**src/rtl/wlu_pkg.sv**
```systemverilog
package wlu_pkg;
  typedef enum logic {
    OP_DIV  = 1'b0,
    OP_SQRT = 1'b1
  } op_e;

  function automatic int max2(input int a, input int b);
    return (a > b) ? a : b;
  endfunction
endpackage

```
**src/rtl/iter_stub_core.sv**
```systemverilog
module iter_stub_core
  import wlu_pkg::*;
#(
  parameter int DATA_W    = 64,
  parameter int DIV_FAST  = 15,
  parameter int DIV_SLOW  = 18,
  parameter int SQRT_FAST = 23,
  parameter int SQRT_SLOW = 26,
  parameter int CW        = 5
) (
  input  logic              clk,
  input  logic              rst_n,
  input  logic              start_i,
  input  op_e               op_i,
  input  logic              short_i,
  input  logic [DATA_W-1:0] a_i,
  output logic              done_o,
  output logic [DATA_W-1:0] result_o
);
  localparam int HALF = DATA_W / 2;
  localparam logic [CW-1:0] LAT_M1 [2][2] = '{
    '{CW'(DIV_SLOW - 1),  CW'(DIV_FAST - 1)},
    '{CW'(SQRT_SLOW - 1), CW'(SQRT_FAST - 1)}
  };

  logic              run_q;
  logic [CW-1:0]     cnt_q;
  op_e               op_q;
  logic [DATA_W-1:0] a_q;

  assign done_o = run_q && (cnt_q == '0);

  always_ff @(posedge clk or negedge rst_n) begin
    if (!rst_n) begin
      run_q <= 1'b0;
      cnt_q <= '0;
      op_q  <= OP_DIV;
      a_q   <= '0;
    end else if (start_i) begin
      run_q <= 1'b1;
      cnt_q <= LAT_M1[op_i][short_i];
      op_q  <= op_i;
      a_q   <= a_i;
    end else if (run_q) begin
      if (cnt_q == '0) run_q <= 1'b0;
      else             cnt_q <= cnt_q - 1'b1;
    end
  end

  // Stub arithmetic: divide -> inverse, square root -> half swap.
  generate
    if ((DATA_W % 2) == 0) begin : g_even
      always_comb begin
        if (op_q == OP_SQRT) result_o = {a_q[HALF-1:0], a_q[DATA_W-1:HALF]};
        else                 result_o = ~a_q;
      end
    end else begin : g_odd
      always_comb begin
        if (op_q == OP_SQRT) result_o = {a_q[HALF:0], a_q[DATA_W-1:HALF+1]};
        else                 result_o = ~a_q;
      end
    end
  endgenerate

  // the engine is never restarted while an iteration is in progress
  assert_core_idle_at_start_R1: assert property (@(posedge clk) disable iff (!rst_n)
    start_i |-> !run_q);
endmodule

```
**src/rtl/lat_pad_ctrl.sv**
```systemverilog
module lat_pad_ctrl
  import wlu_pkg::*;
#(
  parameter int DIV_SLOW  = 18,
  parameter int SQRT_SLOW = 26,
  parameter int CW        = 5
) (
  input  logic clk,
  input  logic rst_n,
  input  logic start_i,
  input  op_e  op_i,
  input  logic mode_i,
  input  logic core_done_i,
  output logic busy_o,
  output logic release_o
);
  localparam logic [CW-1:0] WORST_M1 [2] = '{CW'(DIV_SLOW - 1), CW'(SQRT_SLOW - 1)};

  logic          active_q;
  logic          mode_q;
  logic          got_q;
  logic [CW-1:0] cnt_q;
  logic          rel_now;
  logic          out_q;

  always_comb begin
    if (!active_q)   rel_now = 1'b0;
    else if (mode_q) rel_now = (cnt_q == '0) && (got_q || core_done_i);
    else             rel_now = core_done_i;
  end

  always_ff @(posedge clk or negedge rst_n) begin
    if (!rst_n) begin
      active_q <= 1'b0;
      mode_q   <= 1'b0;
      got_q    <= 1'b0;
      cnt_q    <= '0;
      out_q    <= 1'b0;
    end else begin
      out_q <= rel_now;
      if (start_i) begin
        active_q <= 1'b1;
        mode_q   <= mode_i;
        got_q    <= 1'b0;
        cnt_q    <= WORST_M1[op_i];
      end else if (active_q) begin
        if (cnt_q != '0) cnt_q <= cnt_q - 1'b1;
        if (core_done_i) got_q <= 1'b1;
        if (rel_now)     active_q <= 1'b0;
      end
    end
  end

  assign busy_o    = active_q;
  assign release_o = out_q;

  // in operation mode the engine's completion is forwarded on the next edge
  assert_early_release_R3: assert property (@(posedge clk) disable iff (!rst_n)
    (active_q && !mode_q && core_done_i) |=> release_o);

  // single-cycle result strobe
  assert_single_pulse_R7: assert property (@(posedge clk) disable iff (!rst_n)
    release_o |=> !release_o);
endmodule

```
**src/rtl/result_hold.sv**
```systemverilog
module result_hold #(
  parameter int DATA_W = 64
) (
  input  logic              clk,
  input  logic              rst_n,
  input  logic              cap_i,
  input  logic [DATA_W-1:0] d_i,
  output logic [DATA_W-1:0] q_o
);
  always_ff @(posedge clk or negedge rst_n) begin
    if (!rst_n)     q_o <= '0;
    else if (cap_i) q_o <= d_i;
  end
endmodule

```
**src/rtl/worst_lat_unit.sv**
```systemverilog
module worst_lat_unit
  import wlu_pkg::*;
#(
  parameter int DATA_W    = 64,
  parameter int DIV_FAST  = 15,
  parameter int DIV_SLOW  = 18,
  parameter int SQRT_FAST = 23,
  parameter int SQRT_SLOW = 26
) (
  input  logic              clk,
  input  logic              rst_n,
  input  logic              in_valid,
  output logic              in_ready,
  input  logic              in_op,
  input  logic              in_short,
  input  logic [DATA_W-1:0] in_a,
  input  logic              analysis_mode,
  output logic              out_valid,
  output logic [DATA_W-1:0] out_data,
  output logic              busy
);
  localparam int MAX_LAT = max2(max2(DIV_FAST, DIV_SLOW), max2(SQRT_FAST, SQRT_SLOW));
  localparam int CW      = $clog2(MAX_LAT + 2);

  logic              start;
  logic              core_done;
  logic [DATA_W-1:0] core_res;
  op_e               op_in;

  assign op_in    = op_e'(in_op);
  assign in_ready = !busy;
  assign start    = in_valid && in_ready;

  iter_stub_core #(
    .DATA_W(DATA_W), .DIV_FAST(DIV_FAST), .DIV_SLOW(DIV_SLOW),
    .SQRT_FAST(SQRT_FAST), .SQRT_SLOW(SQRT_SLOW), .CW(CW)
  ) u_core (
    .clk(clk), .rst_n(rst_n), .start_i(start), .op_i(op_in),
    .short_i(in_short), .a_i(in_a), .done_o(core_done), .result_o(core_res)
  );

  lat_pad_ctrl #(
    .DIV_SLOW(DIV_SLOW), .SQRT_SLOW(SQRT_SLOW), .CW(CW)
  ) u_ctrl (
    .clk(clk), .rst_n(rst_n), .start_i(start), .op_i(op_in),
    .mode_i(analysis_mode), .core_done_i(core_done),
    .busy_o(busy), .release_o(out_valid)
  );

  result_hold #(.DATA_W(DATA_W)) u_hold (
    .clk(clk), .rst_n(rst_n), .cap_i(core_done), .d_i(core_res), .q_o(out_data)
  );

  // Elapsed-cycle observer for latency properties.
  logic [CW-1:0] chk_elapsed;
  logic          chk_mode;
  op_e           chk_op;
  always_ff @(posedge clk or negedge rst_n) begin
    if (!rst_n) begin
      chk_elapsed <= '0;
      chk_mode    <= 1'b0;
      chk_op      <= OP_DIV;
    end else if (start) begin
      chk_elapsed <= '0;
      chk_mode    <= analysis_mode;
      chk_op      <= op_in;
    end else if (busy && chk_elapsed != '1) begin
      chk_elapsed <= chk_elapsed + 1'b1;
    end
  end

  // an accepted request makes the unit busy on the next cycle
  assert_busy_after_accept_R1: assert property (@(posedge clk) disable iff (!rst_n)
    start |=> busy);

  // analysis-mode operations always take the worst-case count
  assert_fixed_latency_R4: assert property (@(posedge clk) disable iff (!rst_n)
    (out_valid && chk_mode) |->
      (chk_elapsed == ((chk_op == OP_SQRT) ? CW'(SQRT_SLOW) : CW'(DIV_SLOW))));

  // result register only moves when the engine completes
  assert_result_held_R6: assert property (@(posedge clk) disable iff (!rst_n)
    !core_done |=> $stable(out_data));
endmodule

```
**config.mk**
```make
export PLATFORM = sky130hd
export DESIGN_NAME = worst_lat_unit
export DESIGN_NICKNAME = d
export VERILOG_FILES = /design/src/rtl/wlu_pkg.sv /design/src/rtl/iter_stub_core.sv /design/src/rtl/lat_pad_ctrl.sv /design/src/rtl/result_hold.sv /design/src/rtl/worst_lat_unit.sv
export SDC_FILE = /design/constraint.sdc
export NUM_CORES = 1
export LEC_CHECK = 0
export BUFFER_PORTS_ARGS = -buffer_cell sky130_fd_sc_hd__buf_2
export CAP_MARGIN = 40
export CORE_UTILIZATION = 61
export CTS_BUF_LIST = sky130_fd_sc_hd__clkbuf_8
export CTS_CLUSTER_DIAMETER = 200
export CTS_CLUSTER_SIZE = 20
export DETAILED_ROUTE_END_ITERATION = 7
export PLACE_DENSITY = 0.88
export REMOVE_ABC_BUFFERS = 1
export SYNTH_ARGS = -nofsm -noshare
export SYNTH_HDL_FRONTEND = slang
export SYNTH_SLANG_ARGS = --single-unit
```
**constraint.sdc**
```tcl
create_clock -name clk -period 3.5 [get_ports clk]
set_input_delay 0.175 -clock clk [delete_from_list [all_inputs] [get_ports clk]]
set_output_delay 0.175 -clock clk [all_outputs]
set_load 0.05 [all_outputs]
```
## Yosys cells after proc, flatten, opt, wreduce, memory -nomap -nowiden

Cells that the tools add are included.

- Add/sub/neg operators: 2
- Magnitude comparators: 2
- Eq/ne operators: 1
- Multiplexer cells: 27
- Bitwise operators: 3
- Reduce and logical (&&, ||, !) cells: 15

Operator list:

| operator | count |
|---|---|
| 64-bit two-way mux | 1 |
| 64-bit inverter | 1 |
| 5-bit two-way mux | 11 |
| 10-bit two-way mux | 2 |
| 1-bit two-way mux | 11 |
| 5-bit logical NOT | 2 |
| 5-bit by 1-bit subtractor with 5-bit output, second input constant | 2 |
| 9-bit two-way mux | 1 |
| 2-bit nonzero test | 4 |
| 2-bit AND reduction | 3 |
| 5-bit nonzero test | 1 |
| 2-bit >= comparator, second input constant | 2 |
| 4-bit two-way mux | 1 |
| 1-bit inverter with 2-bit output | 2 |
| 1-bit logical AND | 3 |
| 2-bit != test, second input constant | 1 |
| 1-bit logical NOT | 1 |
| 1-bit logical OR | 1 |

- Register bits: 144
- Input port bits: 70
- Output and inout bits: 67
- Word-level logic and storage cells: 60

## Longest topological paths before layout

Gate-level depths: netlist of run 1.

- Depth after elaboration: 9
- Gate-level depth with buffers: 7

## By module

A second synthesis of run 1 with hierarchy kept.

- Cells, all modules: 523
- Area total of the unflattened synthesis: 6,545.0 um^2

By module, submodules not included:

| module | instances | cells each | area an instance (um^2) |
|---|---|---|---|
| iter_stub_core | 1 | 347 | 3,437.0 |
| result_hold | 1 | 135 | 2,678.8 |
| lat_pad_ctrl | 1 | 39 | 419.2 |
| worst_lat_unit | 1 | 2 | 10.0 |

## Worst setup path before layout of run 1

Ideal clock, no wire load.

- Kind: reg-to-reg
- Start point: register u_core.cnt_q[0]
- End point: register u_hold.q_o[0]
- Library setup time: 127 ps
- Arrival: 1,515 ps
- Required time: 3,373 ps
- Slack: 1,858 ps
- Stages on the path, launching flop included: 8
- Clock period less this slack: 1,642 ps
- Cells stage by stage: dfrtp_1 > inv_1 > ha_1 > nand2_2 > nor4_2 > buf_4 > buf_8 > mux2_1

- Word-level cells in the longest chain between the ends: 2

RTL lines:

| element | line | source |
|---|---|---|
| start: declaration | iter_stub_core.sv:27 | `logic [CW-1:0] cnt_q;` |
| start signal: assignment | iter_stub_core.sv:41 | `cnt_q <= LAT_M1[op_i][short_i];` |
| start signal: assignment | iter_stub_core.sv:46 | `else cnt_q <= cnt_q - 1'b1;` |
| 5-bit logical NOT | iter_stub_core.sv:31 | `assign done_o = run_q && (cnt_q == '0);` |
| 1-bit logical AND | iter_stub_core.sv:31 |  |
| end signal: assignment | result_hold.sv:12 | `else if (cap_i) q_o <= d_i;` |
| end: declaration | result_hold.sv:8 | `output logic [DATA_W-1:0] q_o` |

No other way between the ends.
A chain may end at the register's enable or synchronous reset.

## Worst setup path after layout of run 1

- Start point: register u_core.cnt_q[0]
- End point: register u_hold.q_o[9]

Same word-level chain as after synthesis.

==> out/summary.txt, run 1 <==
status = completed
CTS tree = done
min-delay src = in_valid
EDFF count, synth = 0
Cells on Worst Hold Path = 3
Max-cap violations = 0
CTS Buf Count = 17
I/O pin cnt = 137
crit path DAT = 2.67 ns
clock share of power = 0.172
final std cells w/o fill = 968
Synth Area per Inst = 9.87 um^2
fin nets = 895
Die X-Extent = 103 um
DP Wirelength = 8620 um
hold_buf cts = 67
drt total wl = 15,000 um
min Tclk post-route = 2.36 ns
# clock sinks = 144
Cells after Synth = 631
PortBufs = 136
Reg power frac = 0.380
CP Data Required Time = 3.81 ns
Fin. Hold Viols = 0
Period Utilization, post-route = 0.675
Leak = 4.07 nW
Rel. slew slack = 0.447
1st-pass router iterations = 5
RSZ-0062 raised after global routing = no
max-slew violations = 0
fillers = 547
Hold Path End = u_ctrl.busy_o
logic gate share of total power = 0.448
Synth Warn # = 0
Post-CTS Setup Inserts = 0
Clock Path Buffers = 2
row cnt = 36
vias in the first global route = 5,220
P_int = 0.00439 W
initial core utilization = 0.634
Routed Antenna Nets = 0
Power Density = 1010 nW/um^2
synthesis-stage register bit count = 144
largest net degree at the start of global routing = 93
worst clock skew = 0.0103 ns
critical-path maximum fanout = 55
1st-iter DRT viols = 248
fraction of layout cells with a size suffix above 1 = 0.232
VDD IR-drop max = 0.000677 V
Seq/Total Area, Yosys = 0.579
Finish-stage setup viols = 0
initial antenna violation count = 0
die area = 10,600 um^2
area growth from synthesis to layout = 29.9%
Worst R2R Setup Slack = 1.14 ns
H-tree depth = 4
RR Endpoint = u_hold.q_o[9]
Sw Pwr = 0.00377 W
global route total overflow = 0
root buf cell = clkbuf_8
post_cts resized = 0
Hold Crit Class = primary input to flop
via/cell ratio = 5.37
Max Clock Freq = 0.423 GHz
Die H = 103 um
GR Util All Layers = 0.302
kind of critical path = flop to flop
FFs w/ async S/R, synth = 1.00
CP endpoint kind = flop
sw frac = 0.462
final antenna diode count = 0
first-pass GRT wire length = 24,200 um
Core Box Area = 9820 um^2
Clk Latency, worst-skew pair = 0.44 ns
fin util = 0.824
R2R Path Start = u_core.cnt_q[0]
wire per inst = 15.5 um
Placer Congestion = 0.743
Top FF cell, synth = dfrtp_1
Clock Pin Slew Worst Setup and Hold Paths = 0.08 ns
Slew @ Worst Pin = 0.824 ns
Worst Reg-to-Reg Cells = 6
crit path launch type = flop
DRC Markers = 0
Post-Synthesis Cell Area = 6230 um^2
synth unique cells = 36
# placed instances = 869
via count = 5,196
[layer usage]
metal | GRT usage | vias to the layer above | share of wire
met1 | 0.376 | 2530 | 0.41
met4 | 0.120 | 0 | 0.019
met3 | 0.0719 | 33 | 0.062
met2 | 0.512 | 190 | 0.51
li1 | - | 2443 | -
met5 | 0 | - | 0
[cell families (layout without fill, tap and decap cells)]
family                   Yosys count  after routing  share of synthesized area
buffers and inverters             46            250                     0.0400
AND/OR/NAND/NOR                  288            288                      0.183
flip-flops                       144            144                      0.579
multiplexers                      67             67                      0.121
AO/OA/AOI/OAI                     83             83                     0.0715
adder cells (fa/ha/maj)            3              3                    0.00603
[cells in the mapped netlist (2+ instances only)]
master | number | area (um^2)
ha_1 | 3 | 37.5
nor3b_1 | 2 | 15.0
a21oi_1 | 5 | 25.0
nand2_1 | 268 | 1010
nand3_1 | 3 | 15.0
inv_1 | 8 | 30.0
nor2_1 | 4 | 15.0
o21ai_0 | 68 | 340
and2_1 | 2 | 12.5
mux2i_1 | 3 | 30.0
mux2_2 | 15 | 169
a31oi_1 | 2 | 12.5
dfrtp_1 | 144 | 3600
buf_8 | 5 | 75.1
buf_2 | 13 | 65.1
clkbuf_1 | 18 | 67.6
mux2_1 | 49 | 552
[cells in the final DEF (no fill, tap or decap), types with 4 or more instances in the layout]
| cell type | count |
|---|---|
| clkbuf_8 | 19 |
| mux2_1 | 49 |
| dlygate4sd3_1 | 67 |
| dfrtp_1 | 143 |
| o21ai_0 | 68 |
| inv_1 | 11 |
| buf_4 | 4 |
| nand2_1 | 268 |
| buf_2 | 135 |
| bufinv_16 | 4 |
| a21oi_1 | 5 |
| nor2_1 | 4 |
| mux2_2 | 15 |
[worst max path at each step]
stage / from / endpoint / slack (ns) / depth (start not counted)
3_5_place_dp: u_core.cnt_q[0] / u_hold.q_o[33] / 1.17 / 6
2_1_floorplan: u_core.cnt_q[0] / u_hold.q_o[20] / -1.45 / 5
5_1_grt: u_core.cnt_q[0] / u_hold.q_o[9] / 1.00 / 6
4_1_cts: u_core.cnt_q[0] / u_hold.q_o[33] / 1.15 / 6
6_report: u_core.cnt_q[0] / u_hold.q_o[9] / 1.14 / 6
3_3_place_gp: u_core.cnt_q[0] / u_hold.q_o[26] / 1.33 / 6
[metrics by stage]
step / area (um^2) / total power [W] / hold WS [ns] / TNS (ns) / worst slack [ns]
3_3_place_gp: 6930 / 0.00640 / 0.364 / 0 / 1.33
6_report: 8090 / 0.00816 / 0.0459 / 0 / 1.14
4_1_cts: 8090 / 0.00811 / 0.0316 / 0 / 1.15
5_1_grt: 8090 / 0.00867 / 0.0369 / 0 / 1.00
3_5_place_dp: 6990 / 0.00665 / 0.0437 / 0 / 1.17
2_1_floorplan: 6010 / 0.00565 / -0.121 / -86.60 / -1.45
[registers in the layout, summed over array words and instances, names as in the netlist]
signal	flops
u_core.op_q	1
u_ctrl.cnt_q	5
u_ctrl.got_q	1
u_core.cnt_q	5
u_ctrl.release_o	1
u_ctrl.mode_q	1
u_hold.q_o	64
u_core.run_q	1
u_ctrl.busy_o	1
u_core.a_q	64
[final cells by class]
type                            count  area, um^2  share of cell area
Sequential cell                   144        3610               0.446
Clock inverter                     13         170              0.0210
Timing Repair Buffer              210        1460               0.181
Inverter                            8        30.0             0.00371
Multi-Input combinational cell    441        2390               0.296
Tap cell                          133         166              0.0206
Clock buffer                       19         262              0.0323
[power groups by stage]
stage          clock network (W)  registers, W  logic, W
3_5_place_dp                   0       0.00309   0.00356
2_1_floorplan                  0       0.00432   0.00134
4_1_cts                  0.00142       0.00306   0.00363
5_1_grt                  0.00150       0.00320   0.00396
3_3_place_gp                   0       0.00312   0.00328
6_report                 0.00140       0.00310   0.00365
[critical path: stages (launching register included)]
cell	delay, ns
dfrtp_1	0.38
inv_1	0.10
ha_1	0.20
nand2_2	0.11
nor4_4	0.64
buf_12	0.38
mux2_1	0.41
Note: power is estimated with default switching activity, not from simulation.
==> run 2: changes to the inputs <==
--- a/config.mk
+++ b/config.mk
@@ -5,14 +5,15 @@
 export SDC_FILE = /design/constraint.sdc
 export NUM_CORES = 1
 export LEC_CHECK = 0
+export ABC_AREA = 1
 export BUFFER_PORTS_ARGS = -buffer_cell sky130_fd_sc_hd__buf_2
 export CAP_MARGIN = 40
-export CORE_UTILIZATION = 61
+export CORE_UTILIZATION = 56
 export CTS_BUF_LIST = sky130_fd_sc_hd__clkbuf_8
 export CTS_CLUSTER_DIAMETER = 200
 export CTS_CLUSTER_SIZE = 20
 export DETAILED_ROUTE_END_ITERATION = 7
-export PLACE_DENSITY = 0.88
+export PLACE_DENSITY = 0.82
 export REMOVE_ABC_BUFFERS = 1
 export SYNTH_ARGS = -nofsm -noshare
 export SYNTH_HDL_FRONTEND = slang
==> constraint.sdc (replaced) <==
create_clock -name clk -period 2.4 [get_ports clk]
set_input_delay 0.12 -clock clk [delete_from_list [all_inputs] [get_ports clk]]
set_output_delay 0.12 -clock clk [all_outputs]
set_load 0.05 [all_outputs]
==> out/summary.txt, run 2 <==
status = completed
via/cell ratio = 4.97
CTS Buf Count = 17
Worst R2R Setup Slack = 0.65 ns
critical-path maximum fanout = 70
most common cell after layout, fill and taps aside = nand2_1
1st-iter DRT viols = 318
Max-cap violations = 0
fraction of layout cells with a size suffix above 1 = 0.186
Hold Crit Class = primary input to flop
Finish-stage setup viols = 0
Power Density = 1400 nW/um^2
dominant cell type by area after synthesis = dfrtp_1
clock share of power = 0.167
Rel. slew slack = 0.505
Post-Synthesis Cell Area = 6240 um^2
commonest cells after routing, fill and taps aside = nand2_1, dfrtp_1, buf_2
kind of critical path = flop to flop
global route total overflow = 0
worst clock skew = 0.0140 ns
max-slew violations = 0
die area = 11,600 um^2
vias in the first global route = 5,379
initial antenna violation count = 0
final antenna diode count = 0
1st-pass router iterations = 5
P_int = 0.00589 W
fin nets = 1,049
Multi-input gate area = 2360 um^2
first-pass GRT wire length = 24,000 um
WP buf/inv = 1
synth unique cells = 19
fillers = 840
Clock Pin Slew Worst Setup and Hold Paths = 0.08 ns
Sw Pwr = 0.00541 W
Sequential Area = 3610 um^2
final setup TNS = 0 ns
CP max stage delay = 0.57 ns
crit path launch type = flop
sw frac = 0.479
# placed instances = 1,030
Synth Area per Inst = 7.96 um^2
wire per inst = 12.7 um
Post-CTS Setup Inserts = 0
DRC Markers = 0
area growth from synthesis to layout = 29.1%
Die H = 108 um
PortBufs = 136
VDD IR-drop max = 0.00101 V
synthesis-stage register bit count = 144
Max Clock Freq = 0.570 GHz
final std cells w/o fill = 1,129
DP Wirelength = 8410 um
biggest regs = u_core.a_q: 64 flops, u_hold.q_o: 64 flops
CP endpoint kind = flop
top area cells in the synthesized netlist = dfrtp_1, nand2_1, o21ai_0
fin util = 0.743
Die X-Extent = 108 um
Synth Warn # = 0
top cells by count, synth = nand2_1, dfrtp_1, o21ai_0, buf_2
top cell type's share of synthesized area = 0.577
CP Data Required Time = 2.73 ns
row cnt = 38
Top FF cell, synth = dfrtp_1
H-tree depth = 4
Critical Path, Cell by Cell = nor2_4, buf_4, nand2_1, o21ai_0, nand2_1, o21ai_0
Leak = 4.43 nW
Clk Latency, worst-skew pair = 0.42 ns
Seq/Total Area, Yosys = 0.577
Period Utilization, post-route = 0.731
crit path DAT = 2.08 ns
root buf cell = clkbuf_8
largest net degree at the start of global routing = 87
min Tclk post-route = 1.75 ns
Core Box Area = 10,800 um^2
CTS tree = done
post_cts resized = 0
Reg power frac = 0.392
# clock sinks = 144
Worst path slowest cell = buf_4
GR Util All Layers = 0.265
Slew @ Worst Pin = 0.742 ns
FFs w/ async S/R, synth = 1.00
Placer Congestion = 0.775
EDFF count, synth = 0
logic gate share of total power = 0.441
drt total wl = 14,300 um
initial core utilization = 0.576
Fin. Hold Viols = 0
via count = 5,613
total power = 0.0113 W
I/O pin cnt = 137
cell family with most CP delay = buffers and inverters
top-count cell post-synth = nand2_1
Clock Path Buffers = 2
Routed Antenna Nets = 0
RSZ-0062 raised after global routing = no
Cells after Synth = 785
==> run 2: changes by cell type in the layout (fill, tap and decap cells not counted), moves of 3 or more <==
cell / change
inv_1: +5
nand3_1: +11
inv_6: +4
mux2i_1: -3
mux2_2: -15
a21oi_1: -4
mux2_1: -49
buf_4: +7
nand2_1: +213
==> run 2: kinds of logic after synthesis <==
family                   after synthesis  synth area share
AND/OR/NAND/NOR                      504             0.309
flip-flops                           144             0.577
AO/OA/AOI/OAI                         73            0.0589
buffers and inverters                 59            0.0459
adder cells (fa/ha/maj)                3           0.00601
XOR/XNOR                               2           0.00281
==> run 2: worst min-delay path, stage by stage <==
cell	delay (ns)
buf_2	0.10
nand2_1	0.08
nand3_1	0.09
nand2_1	0.05
==> run 2: path summary, 6_finish.rpt <==
kind / startpoint / to / depth (start not counted)
setup / recovery: u_ctrl.busy_o / u_core.cnt_q[1] / 6
hold / removal: in_short / u_core.cnt_q[0] / 4
setup reg to reg: u_ctrl.busy_o / u_core.cnt_q[1] / 6
hold reg to reg: u_ctrl.cnt_q[4] / u_ctrl.cnt_q[4] / 2
max in group asynchronous: rst_n / u_core.a_q[35] / 3
min in group asynchronous: rst_n / u_hold.q_o[1] / 2
==> run 2: cell type report <==
cell class                 instances  area share
clock buffer                      17      0.0290
clock inverter                    15      0.0197
timing repair buffer             215       0.181
tap                              140      0.0217
multi-input combinational        582       0.293
inverter                          16     0.00745
sequential                       144       0.448
==> run 2: per-stage QoR <==
stage	hold slack (ns)	worst slack, ns	instance area, um^2
finish	0.0645	0.647	8060
global route	0.0855	0.478	8060
CTS	0.0310	0.647	8060
detailed placement	0.190	0.680	7000
global placement	0.192	0.731	7000
floorplan	-0.176	-0.440	6020
==> run 2: routing by layer <==
metal	up-vias	track usage	wire length (um)
met5	-	0	0
met4	0	0.0714	126
met3	14	0.0515	683
met2	158	0.458	7120
met1	2636	0.339	6350
li1	2805	-	-
==> run 2: what timing repair did <==
item,in CTS,in global routing
endpoints found under the setup margin,0,0
hold buffers,67,0
hold endpoints to repair,140,0
==> run 2: power groups by stage <==
stage	clock, W	sequential, W	combinational [W]
after floorplan	0	0.00597	0.00202
after global placement	0	0.00439	0.00477
after detailed placement	0	0.00443	0.00489
after CTS	0.00193	0.00440	0.00499
after global routing	0.00202	0.00458	0.00557
final	0.00189	0.00443	0.00499
==> run 3: changes to the inputs <==
--- a/config.mk
+++ b/config.mk
@@ -8,12 +8,12 @@
 export ABC_AREA = 1
 export BUFFER_PORTS_ARGS = -buffer_cell sky130_fd_sc_hd__buf_2
 export CAP_MARGIN = 40
-export CORE_UTILIZATION = 56
+export CORE_UTILIZATION = 51
 export CTS_BUF_LIST = sky130_fd_sc_hd__clkbuf_8
 export CTS_CLUSTER_DIAMETER = 200
 export CTS_CLUSTER_SIZE = 20
 export DETAILED_ROUTE_END_ITERATION = 7
-export PLACE_DENSITY = 0.82
+export PLACE_DENSITY = 0.79
 export REMOVE_ABC_BUFFERS = 1
 export SYNTH_ARGS = -nofsm -noshare
 export SYNTH_HDL_FRONTEND = slang
==> constraint.sdc (replaced) <==
create_clock -name clk -period 1.5 [get_ports clk]
set_input_delay 0.075 -clock clk [delete_from_list [all_inputs] [get_ports clk]]
set_output_delay 0.075 -clock clk [all_outputs]
set_load 0.05 [all_outputs]
==> out/summary.txt, run 3 (synthesis gave the netlist of run 2 again) <==
Period Utilization, post-route = 0.956
max-slew violations = 0
Post-Place Cell Area = 7120 um^2
GR Util All Layers = 0.245
Die X-Extent = 113 um
1st-iter DRT viols = 251
kind of critical path = flop to output pin
root buf cell = clkbuf_8
Critical Path, Cell by Cell = buf_4, inv_1, buf_4
H-tree depth = 4
worst clock skew = 0.0112 ns
Post-CTS Setup Inserts = 0
fillers = 934
wire per inst = 13.0 um
RSZ-0062 raised after global routing = no
Fin. Hold Viols = 0
drt total wl = 14,800 um
CTS Buf Count = 17
area growth from synthesis to layout = 32.4%
final worst slack = 0.0658 ns
biggest regs = u_core.a_q: 64 flops, u_hold.q_o: 64 flops
largest net degree at the start of global routing = 61
crit path launch type = flop
global route total overflow = 0
vias in the first global route = 5,312
CP endpoint kind = output pin
final antenna diode count = 0
Routed Antenna Nets = 0
Hold Crit Class = primary input to async pin
Max-cap violations = 0
initial antenna violation count = 0
critical-path maximum fanout = 6
final instance area = 8270 um^2
WHS = 0.0952 ns
commonest cells after routing, fill and taps aside = nand2_1, dfrtp_1, buf_2
Core Box Area = 12,000 um^2
total power = 0.0186 W
CP max stage delay = 0.42 ns
min Tclk post-route = 1.43 ns
Max Clock Freq = 0.697 GHz
post-place setup slack = -0.0145 ns
Slew @ Worst Pin = 0.366 ns
# clock sinks = 144
most common cell after layout, fill and taps aside = nand2_1
Placer Congestion = 0.820
Leak = 4.51 nW
fraction of layout cells with a size suffix above 1 = 0.192
first-pass GRT wire length = 24,200 um
Multi-input gate area = 2380 um^2
Crit path top cell by count = buf_4
via/cell ratio = 4.93
final std cells w/o fill = 1,142
status = completed
initial core utilization = 0.522
CP Data Required Time = 1.42 ns
Clk Latency, worst-skew pair = 0.44 ns
row cnt = 40
# placed instances = 1,042
Rel. slew slack = 0.756
Clock Path Buffers = 2
VDD IR-drop max = 0.00128 V
CTS tree = done
DRC Markers = 0
1st-pass router iterations = 5
DP Wirelength = 8530 um
Die H = 113 um
Power Density = 2250 nW/um^2
die area = 12,700 um^2
crit path DAT = 1.36 ns
I/O pin cnt = 137
Worst path slowest cell = dfrtp_1
via count = 5,627
PortBufs = 136
Sequential Area = 3610 um^2
Clock Pin Slew Worst Setup and Hold Paths = 0.08 ns
Finish-stage setup viols = 0
fin nets = 1,056
run 3: cell types whose count changed in the layout (fill, tap and decap cells not counted), sizes merged:
cell / previous run / this run
buf: 148 / 153
clkbuf: 17 / 22
inv: 23 / 19
bufinv: 2 / 3
clkinv: 3 / 2
clkinvlp: 3 / 2
dlygate4sd3: 67 / 68
run 3: final cells by class:
cell class / instances / area share
Tap cell: 147 / 0.0222
Clock inverter: 10 / 0.0163
Clock buffer: 21 / 0.0350
Sequential cell: 144 / 0.436
Inverter: 16 / 0.00757
Multi-Input combinational cell: 582 / 0.287
Timing Repair Buffer: 222 / 0.195
run 3: critical path: cells and delay by family (launching register included):
kind / cells / cell delay, ns
DFF: 1 / 0.42
buffers and inverters: 3 / 0.49
run 3: worst paths after layout:
kind	slack (ns)	from	cells after the start	endpoint
max	0.07	u_ctrl.busy_o	3	in_ready
min	0.1	rst_n	2	u_core.a_q[37]
max reg2reg	0.11	u_core.cnt_q[0]	7	u_hold.q_o[60]
min reg2reg	0.47	u_hold.q_o[5]	2	u_hold.q_o[5]
max in group asynchronous	0.78	rst_n	3	u_hold.q_o[23]
min in group clk	0.11	in_valid	5	u_ctrl.cnt_q[3]
run 3: where the power goes:
group	leakage [nW]	switching, W	internal (W)
registers	1.80	0.00123	0.00567
logic	2.49	0.00599	0.00249
clock network	0.217	0.00142	0.00181
total	4.51	0.00864	0.00997
run 3: metrics by stage:
| stage | utilization | setup TNS [ns] |
|---|---|---|
| CTS | 0.688 | 0 |
| detailed placement | 0.595 | -0.0517 |
| global placement | 0.595 | 0 |
| floorplan | - | -158.37 |
| finish | 0.691 | 0 |
| global route | 0.691 | 0 |
run 3: routing by layer:
metal	global-route usage	share of wire	wire, um
met4	0.113	0.022	324
met5	0	0	0
met2	0.421	0.50	7450
met3	0.0475	0.040	592
met1	0.299	0.44	6470
run 3: repair_timing:
| item | 4_1_cts | 5_1_grt |
|---|---|---|
| hold buffers | 68 | 0 |
| endpoints found under the hold margin | 214 | 0 |
| gates resized for setup | 2 | 4 |
| cloned | 0 | 1 |
| setup endpoints to repair | 22 | 62 |
